[src/rtl/fuse_pkg.sv]
package fuse_pkg;

    localparam int BUS_AW  = 8;
    localparam int ADDR_W  = 9;
    localparam int LEN_W   = 5;
    localparam int TIM_W   = 4;
    localparam int NWORDS  = 8;
    localparam int NBYTES  = NWORDS * 4;
    localparam int BIDX_W  = $clog2(NBYTES);
    localparam int WIDX_W  = BIDX_W - 2;
    localparam int CNT_W   = TIM_W + 2;

    localparam logic [BUS_AW-1:0] OFF_CMD  = 8'h00;
    localparam logic [BUS_AW-1:0] OFF_TIM  = 8'h04;
    localparam logic [BUS_AW-1:0] OFF_STAT = 8'h08;
    localparam int                OFF_BUF  = 12;

    typedef struct packed {
        logic              half;
        logic [ADDR_W-1:0] addr;
        logic [LEN_W-1:0]  cnt_m1;
        logic              prog;
        logic              wen;
        logic              ren;
    } cmd_t;

    typedef struct packed {
        logic             irq_en;
        logic [TIM_W-1:0] rd_setup;
        logic [TIM_W-1:0] rd_width;
        logic [3:0]       wr_setup;
        logic [11:0]      wr_width;
    } tim_t;

    typedef enum logic {SEQ_IDLE, SEQ_RUN} seq_state_e;

    function automatic logic [31:0] cmd_to_word(cmd_t c);
        return {1'b0, c.half, c.addr, c.cnt_m1, c.prog, 13'b0, c.wen, c.ren};
    endfunction

    function automatic cmd_t word_to_cmd(logic [31:0] w);
        cmd_t c;
        c.half   = w[30];
        c.addr   = w[29:21];
        c.cnt_m1 = w[20:16];
        c.prog   = w[15];
        c.wen    = w[1];
        c.ren    = w[0];
        return c;
    endfunction

    function automatic logic [31:0] tim_to_word(tim_t t);
        return {t.irq_en, 7'b0, t.rd_setup, t.rd_width, t.wr_setup, t.wr_width};
    endfunction

    function automatic tim_t word_to_tim(logic [31:0] w);
        tim_t t;
        t.irq_en   = w[31];
        t.rd_setup = w[23:20];
        t.rd_width = w[19:16];
        t.wr_setup = w[15:12];
        t.wr_width = w[11:0];
        return t;
    endfunction

    // Last cycle index of one byte access: setup+1 + width+2 + 2 hold - 1
    function automatic logic [CNT_W-1:0] access_last(logic [TIM_W-1:0] su,
                                                     logic [TIM_W-1:0] wd);
        return CNT_W'(su) + CNT_W'(wd) + CNT_W'(4);
    endfunction

endpackage

[src/rtl/fuse_regs.sv]
module fuse_regs
    import fuse_pkg::*;
(
    input  logic                        clk,
    input  logic                        rst,
    input  logic                        bus_en,
    input  logic                        bus_we,
    input  logic [BUS_AW-1:0]           bus_addr,
    input  logic [31:0]                 bus_wdata,
    output logic [31:0]                 bus_rdata,
    input  logic                        seq_busy,
    input  logic                        seq_done,
    input  logic [NWORDS-1:0][31:0]     buf_words,
    output cmd_t                        cmd_q,
    output tim_t                        tim_q,
    output logic                        rd_done,
    output logic                        start
);

    logic        wr_cmd;
    logic        wr_tim;
    logic [31:0] rd_mux;

    assign wr_cmd = bus_en && bus_we && (bus_addr == OFF_CMD) && !seq_busy;
    assign wr_tim = bus_en && bus_we && (bus_addr == OFF_TIM);
    assign start  = wr_cmd && bus_wdata[0];

    always_ff @(posedge clk) begin
        if (rst) begin
            cmd_q     <= '0;
            tim_q     <= '0;
            rd_done   <= 1'b0;
            bus_rdata <= '0;
        end else begin
            if (wr_cmd) begin
                cmd_q <= word_to_cmd(bus_wdata);
            end else if (seq_done) begin
                cmd_q.ren <= 1'b0;
            end
            if (wr_tim) begin
                tim_q <= word_to_tim(bus_wdata);
            end
            if (start) begin
                rd_done <= 1'b0;
            end else if (seq_done) begin
                rd_done <= 1'b1;
            end
            if (bus_en && !bus_we) begin
                bus_rdata <= rd_mux;
            end
        end
    end

    always_comb begin
        rd_mux = '0;
        if (bus_addr == OFF_CMD) begin
            rd_mux = cmd_to_word(cmd_q);
        end else if (bus_addr == OFF_TIM) begin
            rd_mux = tim_to_word(tim_q);
        end else if (bus_addr == OFF_STAT) begin
            rd_mux = {30'b0, 1'b0, rd_done};
        end
        for (int n = 0; n < NWORDS; n++) begin
            if (bus_addr == BUS_AW'(OFF_BUF + 4 * n)) begin
                rd_mux = buf_words[n];
            end
        end
    end

endmodule

[src/rtl/fuse_seq.sv]
module fuse_seq
    import fuse_pkg::*;
(
    input  logic               clk,
    input  logic               rst,
    input  logic               start,
    input  logic               cmd_half,
    input  logic [ADDR_W-1:0]  cmd_addr,
    input  logic [LEN_W-1:0]   cmd_cnt_m1,
    input  logic [TIM_W-1:0]   tim_setup,
    input  logic [TIM_W-1:0]   tim_width,
    output logic               busy,
    output logic               done,
    output logic               cap,
    output logic [BIDX_W-1:0]  cap_idx,
    output logic               fuse_cs,
    output logic [ADDR_W-1:0]  fuse_addr,
    output logic               fuse_strobe
);

    seq_state_e        state;
    logic [CNT_W-1:0]  phase;
    logic [BIDX_W-1:0] bidx;
    logic [BIDX_W-1:0] blast;
    logic [ADDR_W-1:0] addr_q;
    logic              half_q;
    logic [TIM_W-1:0]  su_q;
    logic [TIM_W-1:0]  wd_q;
    logic [CNT_W-1:0]  strobe_lo;
    logic [CNT_W-1:0]  strobe_hi;
    logic [CNT_W-1:0]  phase_last;

    assign strobe_lo  = CNT_W'(su_q) + CNT_W'(1);
    assign strobe_hi  = CNT_W'(su_q) + CNT_W'(wd_q) + CNT_W'(2);
    assign phase_last = access_last(su_q, wd_q);

    assign busy        = (state == SEQ_RUN);
    assign cap         = busy && (phase == phase_last);
    assign done        = cap && (bidx == blast);
    assign cap_idx     = bidx;
    assign fuse_cs     = half_q;
    assign fuse_addr   = addr_q;
    assign fuse_strobe = busy && (phase >= strobe_lo) && (phase <= strobe_hi);

    always_ff @(posedge clk) begin
        if (rst) begin
            state  <= SEQ_IDLE;
            phase  <= '0;
            bidx   <= '0;
            blast  <= '0;
            addr_q <= '0;
            half_q <= 1'b0;
            su_q   <= '0;
            wd_q   <= '0;
        end else begin
            case (state)
                SEQ_IDLE: begin
                    if (start) begin
                        state  <= SEQ_RUN;
                        phase  <= '0;
                        bidx   <= '0;
                        blast  <= BIDX_W'(cmd_cnt_m1);
                        addr_q <= cmd_addr;
                        half_q <= cmd_half;
                        su_q   <= tim_setup;
                        wd_q   <= tim_width;
                    end
                end
                SEQ_RUN: begin
                    if (cap) begin
                        if (bidx == blast) begin
                            state <= SEQ_IDLE;
                        end else begin
                            bidx   <= bidx + BIDX_W'(1);
                            addr_q <= addr_q + ADDR_W'(1);
                            phase  <= '0;
                        end
                    end else begin
                        phase <= phase + CNT_W'(1);
                    end
                end
                default: state <= SEQ_IDLE;
            endcase
        end
    end

endmodule

[src/rtl/fuse_buf.sv]
module fuse_buf
    import fuse_pkg::*;
(
    input  logic                    clk,
    input  logic                    rst,
    input  logic                    wr_en,
    input  logic [BIDX_W-1:0]       wr_idx,
    input  logic [7:0]              wr_byte,
    output logic [NWORDS-1:0][31:0] words
);

    for (genvar w = 0; w < NWORDS; w++) begin : g_word
        for (genvar b = 0; b < 4; b++) begin : g_lane
            logic hit;
            assign hit = wr_en && (wr_idx[BIDX_W-1:2] == WIDX_W'(w))
                               && (wr_idx[1:0] == 2'(b));
            always_ff @(posedge clk) begin
                if (rst) begin
                    words[w][8*b +: 8] <= 8'h00;
                end else if (hit) begin
                    words[w][8*b +: 8] <= wr_byte;
                end
            end
        end
    end

endmodule

[src/rtl/fuse_rd_ctrl.sv]
module fuse_rd_ctrl
    import fuse_pkg::*;
(
    input  logic              clk,
    input  logic              rst,
    input  logic              bus_en,
    input  logic              bus_we,
    input  logic [BUS_AW-1:0] bus_addr,
    input  logic [31:0]       bus_wdata,
    output logic [31:0]       bus_rdata,
    output logic              irq,
    output logic              fuse_cs,
    output logic [ADDR_W-1:0] fuse_addr,
    output logic              fuse_strobe,
    input  logic [7:0]        fuse_rdata
);

    cmd_t                    cmd_q;
    tim_t                    tim_q;
    logic                    rd_done;
    logic                    start;
    logic                    seq_busy;
    logic                    seq_done;
    logic                    cap;
    logic [BIDX_W-1:0]       cap_idx;
    logic [NWORDS-1:0][31:0] buf_words;

    fuse_regs u_regs (
        .clk       (clk),
        .rst       (rst),
        .bus_en    (bus_en),
        .bus_we    (bus_we),
        .bus_addr  (bus_addr),
        .bus_wdata (bus_wdata),
        .bus_rdata (bus_rdata),
        .seq_busy  (seq_busy),
        .seq_done  (seq_done),
        .buf_words (buf_words),
        .cmd_q     (cmd_q),
        .tim_q     (tim_q),
        .rd_done   (rd_done),
        .start     (start)
    );

    fuse_seq u_seq (
        .clk         (clk),
        .rst         (rst),
        .start       (start),
        .cmd_half    (bus_wdata[30]),
        .cmd_addr    (bus_wdata[29:21]),
        .cmd_cnt_m1  (bus_wdata[20:16]),
        .tim_setup   (tim_q.rd_setup),
        .tim_width   (tim_q.rd_width),
        .busy        (seq_busy),
        .done        (seq_done),
        .cap         (cap),
        .cap_idx     (cap_idx),
        .fuse_cs     (fuse_cs),
        .fuse_addr   (fuse_addr),
        .fuse_strobe (fuse_strobe)
    );

    fuse_buf u_buf (
        .clk     (clk),
        .rst     (rst),
        .wr_en   (cap),
        .wr_idx  (cap_idx),
        .wr_byte (fuse_rdata),
        .words   (buf_words)
    );

    assign irq = tim_q.irq_en && rd_done;

endmodule

[config.mk]
export PLATFORM = sky130hd
export DESIGN_NAME = fuse_rd_ctrl
export DESIGN_NICKNAME = d
export VERILOG_FILES = /design/src/rtl/fuse_pkg.sv /design/src/rtl/fuse_regs.sv /design/src/rtl/fuse_seq.sv /design/src/rtl/fuse_buf.sv /design/src/rtl/fuse_rd_ctrl.sv
export SDC_FILE = /design/constraint.sdc
export NUM_CORES = 1
export LEC_CHECK = 0
export BUFFER_PORTS_ARGS = -buffer_cell sky130_fd_sc_hd__buf_4
export CORE_MARGIN = 5
export CORE_UTILIZATION = 24
export DETAILED_ROUTE_END_ITERATION = 10
export SLEW_MARGIN = 20
export SYNTH_ARGS = -nofsm -noshare
export SYNTH_HDL_FRONTEND = slang
export SYNTH_SLANG_ARGS = --single-unit
[constraint.sdc]
create_clock -name clk -period 3.15 [get_ports clk]
set_input_delay 0.1575 -clock clk [delete_from_list [all_inputs] [get_ports clk]]
set_output_delay 0.1575 -clock clk [all_outputs]
set_load 0.05 [all_outputs]
==> results of run 1 <==
## cell usage in the layout (no fill, tap or decap), types with 9 or more instances in the layout
| cell | n |
|---|---|
| dfxtp_1 | 361 |
| nand2_1 | 317 |
| a21oi_1 | 195 |
| o21ai_0 | 175 |
| buf_4 | 169 |
| nor2_1 | 154 |
| nand3b_1 | 131 |
| mux2i_1 | 91 |
| clkbuf_16 | 45 |
| o22ai_1 | 37 |
| buf_6 | 36 |
| dlygate4sd3_1 | 36 |
| nand3_1 | 21 |
| nand3_4 | 21 |
| nor3_1 | 20 |
| ha_1 | 18 |
| nand2b_1 | 16 |
| a22oi_1 | 16 |
| o21ai_1 | 15 |
| inv_1 | 14 |
| o31ai_1 | 14 |
| a221oi_1 | 14 |
| a21oi_2 | 13 |
| a211oi_1 | 13 |
| and3_1 | 12 |
| buf_8 | 11 |
| o211ai_1 | 10 |
| buf_12 | 10 |
| xnor2_1 | 9 |
| nand2_2 | 9 |
## tightest hold or removal path: stages
cell	delay, ns
buf_4	0.22
nand2_1	0.09
a21oi_1	0.05
## final cells by class
type                            instances  area, um2
Clock buffer                           54       1120
Tap cell                              882       1100
Clock inverter                         16        226
Sequential cell                       367       7350
Multi-Input combinational cell       1460       8960
Antenna cell                            2       5.00
Fill cell                            7099      46800
Timing Repair Buffer                  281       2730
Inverter                               17       63.8
## where the power goes
part,internal (uW),total [uW],switching (uW),leakage (uW)
combinational,193,590,397,0.00419
sequential,4650,4660,6.96,0.00296
clock,2910,4900,1980,0.000665
total,7760,10100,2390,0.00781
## worst max path at each step
| stage | slack [ns] | startpoint | depth (start not counted) | end |
|---|---|---|---|---|
| final | -0.32 | u_seq.wd_q[1] | 13 | fuse_strobe |
| after global routing | -0.44 | u_seq.wd_q[1] | 13 | fuse_strobe |
| after CTS | -0.34 | u_seq.su_q[2] | 13 | fuse_strobe |
| after detailed placement | -0.11 | u_seq.wd_q[0] | 12 | u_buf.words[113] |
| after global placement | -0.07 | u_seq.wd_q[2] | 12 | u_buf.words[114] |
| after floorplan | -0.04 | u_seq.su_q[0] | 13 | u_buf.words[190] |
## metal layers
layer  share of wire [%]  track usage, %  up-vias  wire (um)
met5                   0               0        -          0
met1                  40            19.5     7557      25300
li1                    -               -     7415          -
met4                 5.5            7.54        0       3410
met2                  49            27.6      542      30400
met3                 5.6            2.10      154       3540
## flip-flops by register name, indices dropped and copies added, names as in the netlist
name,cells
u_seq.cap_idx,5
u_seq.busy,1
u_seq.blast,5
u_regs.bus_rdata,32
u_regs.tim_q,25
u_seq.phase,6
u_seq.fuse_cs,1
u_seq.su_q,4
u_buf.words,256
u_regs.rd_done,1
u_seq.wd_q,4
u_seq.fuse_addr,9
u_regs.cmd_q,18
## cells in the mapped netlist, types with 7 or more instances
| cell | n | area, um2 |
|---|---|---|
| a211oi_1 | 15 | 113 |
| a21oi_1 | 208 | 1040 |
| a221oi_1 | 14 | 123 |
| a22o_1 | 8 | 70.1 |
| a22oi_1 | 16 | 120 |
| a31oi_1 | 7 | 43.8 |
| and3_1 | 19 | 119 |
| buf_2 | 10 | 50.1 |
| clkbuf_1 | 130 | 488 |
| clkbuf_2 | 9 | 45.0 |
| dfxtp_1 | 367 | 7350 |
| ha_1 | 24 | 300 |
| inv_1 | 16 | 60.1 |
| mux2i_1 | 95 | 951 |
| nand2_1 | 326 | 1220 |
| nand2b_1 | 16 | 100 |
| nand3_1 | 40 | 200 |
| nand3_2 | 7 | 70.1 |
| nand3b_1 | 131 | 983 |
| nor2_1 | 155 | 582 |
| nor3_1 | 21 | 105 |
| o211ai_1 | 10 | 75.1 |
| o21a_1 | 8 | 60.1 |
| o21ai_0 | 190 | 951 |
| o221ai_1 | 8 | 70.1 |
| o22ai_1 | 37 | 231 |
| o31ai_1 | 14 | 105 |
| xnor2_1 | 11 | 96.3 |
| xor2_1 | 8 | 70.1 |
## through the flow
step | utilization (%) | setup slack (ns) | TNS [ns] | hold WS [ns] | total power (uW)
after floorplan | - | -0.0424 | -1.35 | 0.293 | 5060
after global placement | 27.3 | -0.0742 | -0.843 | 0.413 | 5300
after detailed placement | 27.3 | -0.106 | -3.32 | 0.422 | 5300
after CTS | 30.8 | -0.337 | -3.69 | 0.00121 | 10200
after global routing | 31.6 | -0.438 | -64.74 | 0.0151 | 10400
final | 31.6 | -0.316 | -31.40 | 0.0195 | 10100
## repair_timing
action	in CTS	in global routing
setup endpoints to repair	216	277
hold buffers	36	0
buffers inserted	13	2
pin swaps	30	25
endpoints found under the hold margin	65	0
resized for setup	95	98
gates cloned	13	10
## cells by family after synthesis
logic type,after synthesis,synth area share (%)
compound gates,559,19.6
simple gates,754,22.3
xor+xnor,19,1.01
flops,367,44.5
buf+inv,174,4.22
mux,103,6.45
fa+ha+maj,25,1.94
==> flow_metrics.py, run 1 <==
metrics = {
    "cts": {
        "cts_buffers": 39,
        "cts.sinks": 367,
        "cts-root-buf": "clkbuf_16",
        "cts.reportedPaths.clkPinSlew_ns": 0.06,
        "clockBufferDepth": 3,
        "tritoncts": "done",
        "clock_latency_ns": 0.56,
        "htreeDepth": 2,
    },
    "global_route": {
        "grt_pass1_wl_mm": 92.7,
        "grt_pass1_vias": 15197,
        "grt_max_degree": 143,
        "grt_usage_pct": 15.9,
        "gr-total-overflow": 0,
        "antenna_found_initial": 1,
    },
    "floorplan": {
        "io_pins": 96,
        "die_area_um2": 74100,
        "start_util_pct": 24.1,
        "die_h_um": 272,
        "die_x_um": 272,
        "core-area_um2": 68300,
        "fp-row-count": 96,
    },
    "place": {
        "dp.cells": 2936,
        "portBuffers": 95,
        "post-dp-hpwl_mm": 39.7,
        "gp_congestion": 0.846,
        "place_area_um2": 18600,
    },
    "worst_setup_path": {
        "worstPathCellList": "ha_4 > and3_4 > or3_4 > and2_4 > buf_6 > xnor2_2 > ha_1 > o21a_1 > o21a_1 > o21a_1 > o22ai_1 > o311a_2 > buf_8",
        "path_delay_family": "compound AO/OA/AOI/OAI gates",
        "slowest_stage": "or3_4",
        "rr_worst_depth": 18,
        "cp_num_buf_inv": 2,
        "reg2reg_from": "u_seq.wd_q[1]",
        "required_ns": 2.99,
        "reg2reg_to": "u_buf.words[187]",
        "max_stage_delay_ns": 0.37,
        "r2r_slack_ns": -0.23,
        "cp_common_cell": "o21a_1",
        "crit_path_end_kind": "output pin",
        "critPathMaxFanout": 2,
        "crit_type": "flip-flop to output pin",
        "cp-start-kind": "flip-flop",
        "cp.arrival_ns": 3.31,
    },
    "sta": {
        "slew_violations": 0,
        "max-slew-margin-rel_pct": 9.27,
        "rsz0062_at_grt": "yes",
        "hold_violations": 0,
        "fin_worst_skew_ns": 0.0274,
        "fin_ws_ns": -0.316,
        "setup_viol": 275,
        "finalCritPeriodShare_pct": 110,
        "fmax_ghz": 0.289,
        "tightest_slew_ns": 1.35,
        "period_needed_ns": 3.47,
    },
    "logic_synthesis": {
        "yosysWarnings": 0,
        "synth_seq_cells": 367,
        "syn_area_per_cell_um2": 8.24,
        "synth_cell_types": 63,
        "synth-edff-count": 0,
        "syn_inst": 2001,
        "synthesis.nets": 2078,
        "syn_area_um2": 16500,
        "synthArstFlopShare_pct": 0,
        "synthFlopType": "dfxtp_1",
        "synth-seq-area-share_pct": 44.5,
    },
    "hold_path": {
        "holdPathStages": 3,
        "hold_start": "fuse_rdata[0]",
        "hp-class": "primary input to flip-flop",
        "hold_path_end": "u_buf.words[200]",
    },
    "drt": {
        "drtAntennaViolNets": 0,
        "drc": 0,
        "viasPerCell": 5.09,
        "dr.first_iter.drc_count": 1380,
        "routed_wl_mm": 62.6,
        "num_vias": 15668,
        "wl_per_cell_um": 20.3,
        "drt_pass1_iterations": 5,
    },
    "finish": {
        "instances_no_fill": 3079,
        "syn_to_final_growth_pct": 30.8,
        "fin_area_um2": 21600,
        "nNetsFinal": 2243,
        "layout-drive-gt1-share_pct": 18.8,
    },
    "run": {
        "maxCapViolations": 0,
    },
    "pwr": {
        "power_density_nw_per_um2": 470,
        "ir_drop_mv": 0.348,
        "p_leak_uw": 0.00781,
    },
    "run_status": {
        "failed_checks": "negative setup slack",
        "outcome": "finished with violations",
    },
}
No activity file was read; power rests on OpenSTA's default activity.
==> run 2: changes to the inputs <==
Settings changed: REMOVE_ABC_BUFFERS set to 1.
Clock period 3.15 ns to 2.91 ns, I/O delays scaled along.
==> flow_metrics.py, run 2 (synthesized netlist as in run 1, its figures left out) <==
metrics = {
    "finish": {
        "largest_register_ffs": 256,
        "final_common_cell": "dfxtp_1",
        "syn_to_final_growth_pct": 35.9,
        "layout-drive-gt1-share_pct": 26.2,
        "most-common-layout-cells": "dfxtp_1, nand2_1, buf_4",
        "fin_area_um2": 22400,
        "regMostFlops": "u_buf.words",
        "top_regs": "u_buf.words: 256 flops, u_regs.bus_rdata: 32 flops, u_regs.tim_q: 25 flops",
        "fillerInstances": 6999,
        "nNetsFinal": 2256,
        "instances_no_fill": 3093,
    },
    "place": {
        "dp.cells": 2946,
        "place_area_um2": 18800,
        "portBuffers": 95,
        "gp_congestion": 0.850,
        "pre_cts_ws_ns": -0.405,
        "post-dp-hpwl_mm": 39.5,
    },
    "worst_setup_path": {
        "cp.arrival_ns": 3.41,
        "cp-start-kind": "flip-flop",
        "crit_path_end_kind": "output pin",
        "critPathMaxFanout": 2,
        "required_ns": 2.76,
        "crit_type": "flip-flop to output pin",
        "r2r_slack_ns": -0.29,
    },
    "sta": {
        "tightest_slew_ns": 1.39,
        "hold_violations": 0,
        "slew_violations": 0,
        "fin_ws_ns": -0.642,
        "rsz0062_at_grt": "yes",
        "finalCritPeriodShare_pct": 122,
        "max-slew-margin-rel_pct": 6.53,
        "setup_viol": 276,
        "fmax_ghz": 0.282,
        "whs_ns": 0.153,
        "period_needed_ns": 3.55,
        "fin_worst_skew_ns": 0.0203,
    },
    "cts": {
        "cts.sinks": 367,
        "cts.reportedPaths.clkPinSlew_ns": 0.06,
        "cts-root-buf": "clkbuf_16",
        "cts_buffers": 41,
        "htreeDepth": 2,
        "clock_latency_ns": 0.57,
        "clockBufferDepth": 3,
        "tritoncts": "done",
    },
    "floorplan": {
        "io_pins": 96,
        "die_x_um": 272,
        "core-area_um2": 68300,
        "die_area_um2": 74100,
        "fp-row-count": 96,
        "die_h_um": 272,
        "start_util_pct": 24.1,
    },
    "drt": {
        "num_vias": 15741,
        "drc": 0,
        "wl_per_cell_um": 20.2,
        "drtAntennaViolNets": 0,
        "drt_pass1_iterations": 5,
        "viasPerCell": 5.09,
        "dr.first_iter.drc_count": 1330,
        "routed_wl_mm": 62.4,
    },
    "global_route": {
        "grt_max_degree": 123,
        "grt_pass1_wl_mm": 87.4,
        "antenna_found_initial": 2,
        "gr-total-overflow": 0,
        "grt_pass1_vias": 14069,
        "grt_usage_pct": 14.9,
    },
    "run_status": {
        "outcome": "finished with violations",
        "failed_checks": "negative setup slack",
    },
    "hold_path": {
        "hp-class": "primary input to flip-flop",
    },
    "run": {
        "maxCapViolations": 0,
    },
    "pwr": {
        "p_leak_uw": 0.00812,
        "ir_drop_mv": 0.360,
        "power_density_nw_per_um2": 498,
    },
}
==> run 2: changes by cell type in the layout (fill, tap and decap cells not counted), sizes merged <==
cell	previous run	this run
buf	239	247
clkbuf	60	65
dlygate4sd3	36	41
clkinv	9	7
bufinv	5	4
clkinvlp	1	0
==> run 2: worst paths after layout <==
kind | to | startpoint | cells after the start
max | fuse_strobe | u_seq.su_q[1] | 13
min | u_regs.bus_rdata[24] | bus_we | 5
max reg2reg | u_buf.words[243] | u_seq.su_q[1] | 14
min reg2reg | u_regs.bus_rdata[4] | u_regs.bus_rdata[4] | 2
==> run 2: final cells by class <==
| type | count | area (um2) | area share [%] |
|---|---|---|---|
| timing repair buffer | 292 | 2850 | 12.7 |
| antenna | 2 | 5.00 | 0.0223 |
| sequential | 367 | 7350 | 32.8 |
| clock inverter | 12 | 164 | 0.731 |
| multi-input combinational | 1460 | 9640 | 43.0 |
| tap | 882 | 1100 | 4.92 |
| clock buffer | 61 | 1230 | 5.50 |
| inverter | 17 | 63.8 | 0.285 |
==> run 2: power breakdown <==
group / internal (uW) / total [uW] / switching, uW
combinational: 221 / 675 / 454
sequential: 5030 / 5040 / 7.25
clock: 3280 / 5440 / 2160
==> run 2: routing by layer <==
metal / track usage [%] / wire (um) / part of all wire (%)
met1: 21.1 / 27900 / 45
met4: 4.30 / 1860 / 3.0
met5: 0 / 0 / 0
met2: 23.0 / 27900 / 45
met3: 2.89 / 4700 / 7.5
==> run 2: through the flow <==
step / TNS (ns) / util, % / power [uW]
global route: -74.70 / 32.8 / 11400
global placement: -57.61 / 27.4 / 5740
finish: -50.12 / 32.8 / 11200
CTS: -64.77 / 30.2 / 11200
floorplan: -242.23 / - / 5350
detailed placement: -74.86 / 27.4 / 5740
==> run 2: worst max-delay path, cell delays in order, from the launching register on <==
cell and delay [ns]:
dfxtp_2 0.34, ha_4 0.23, and3_4 0.16, or3_4 0.37, and2_4 0.18, buf_4 0.14
xnor2_1 0.19, ha_1 0.29, o21a_1 0.12, o21a_1 0.16, o21a_1 0.16, o22ai_1 0.15
o311a_1 0.20, buf_6 0.16
==> run 2: timing repair <==
item | 4_1_cts | 5_1_grt
pin swaps | 8 | 109
setup endpoints to repair | 277 | 277
hold buffers | 41 | 0
cloned | 0 | 23
resized for setup | 14 | 526
buffers inserted | 4 | 5
endpoints found under the hold margin | 140 | 0
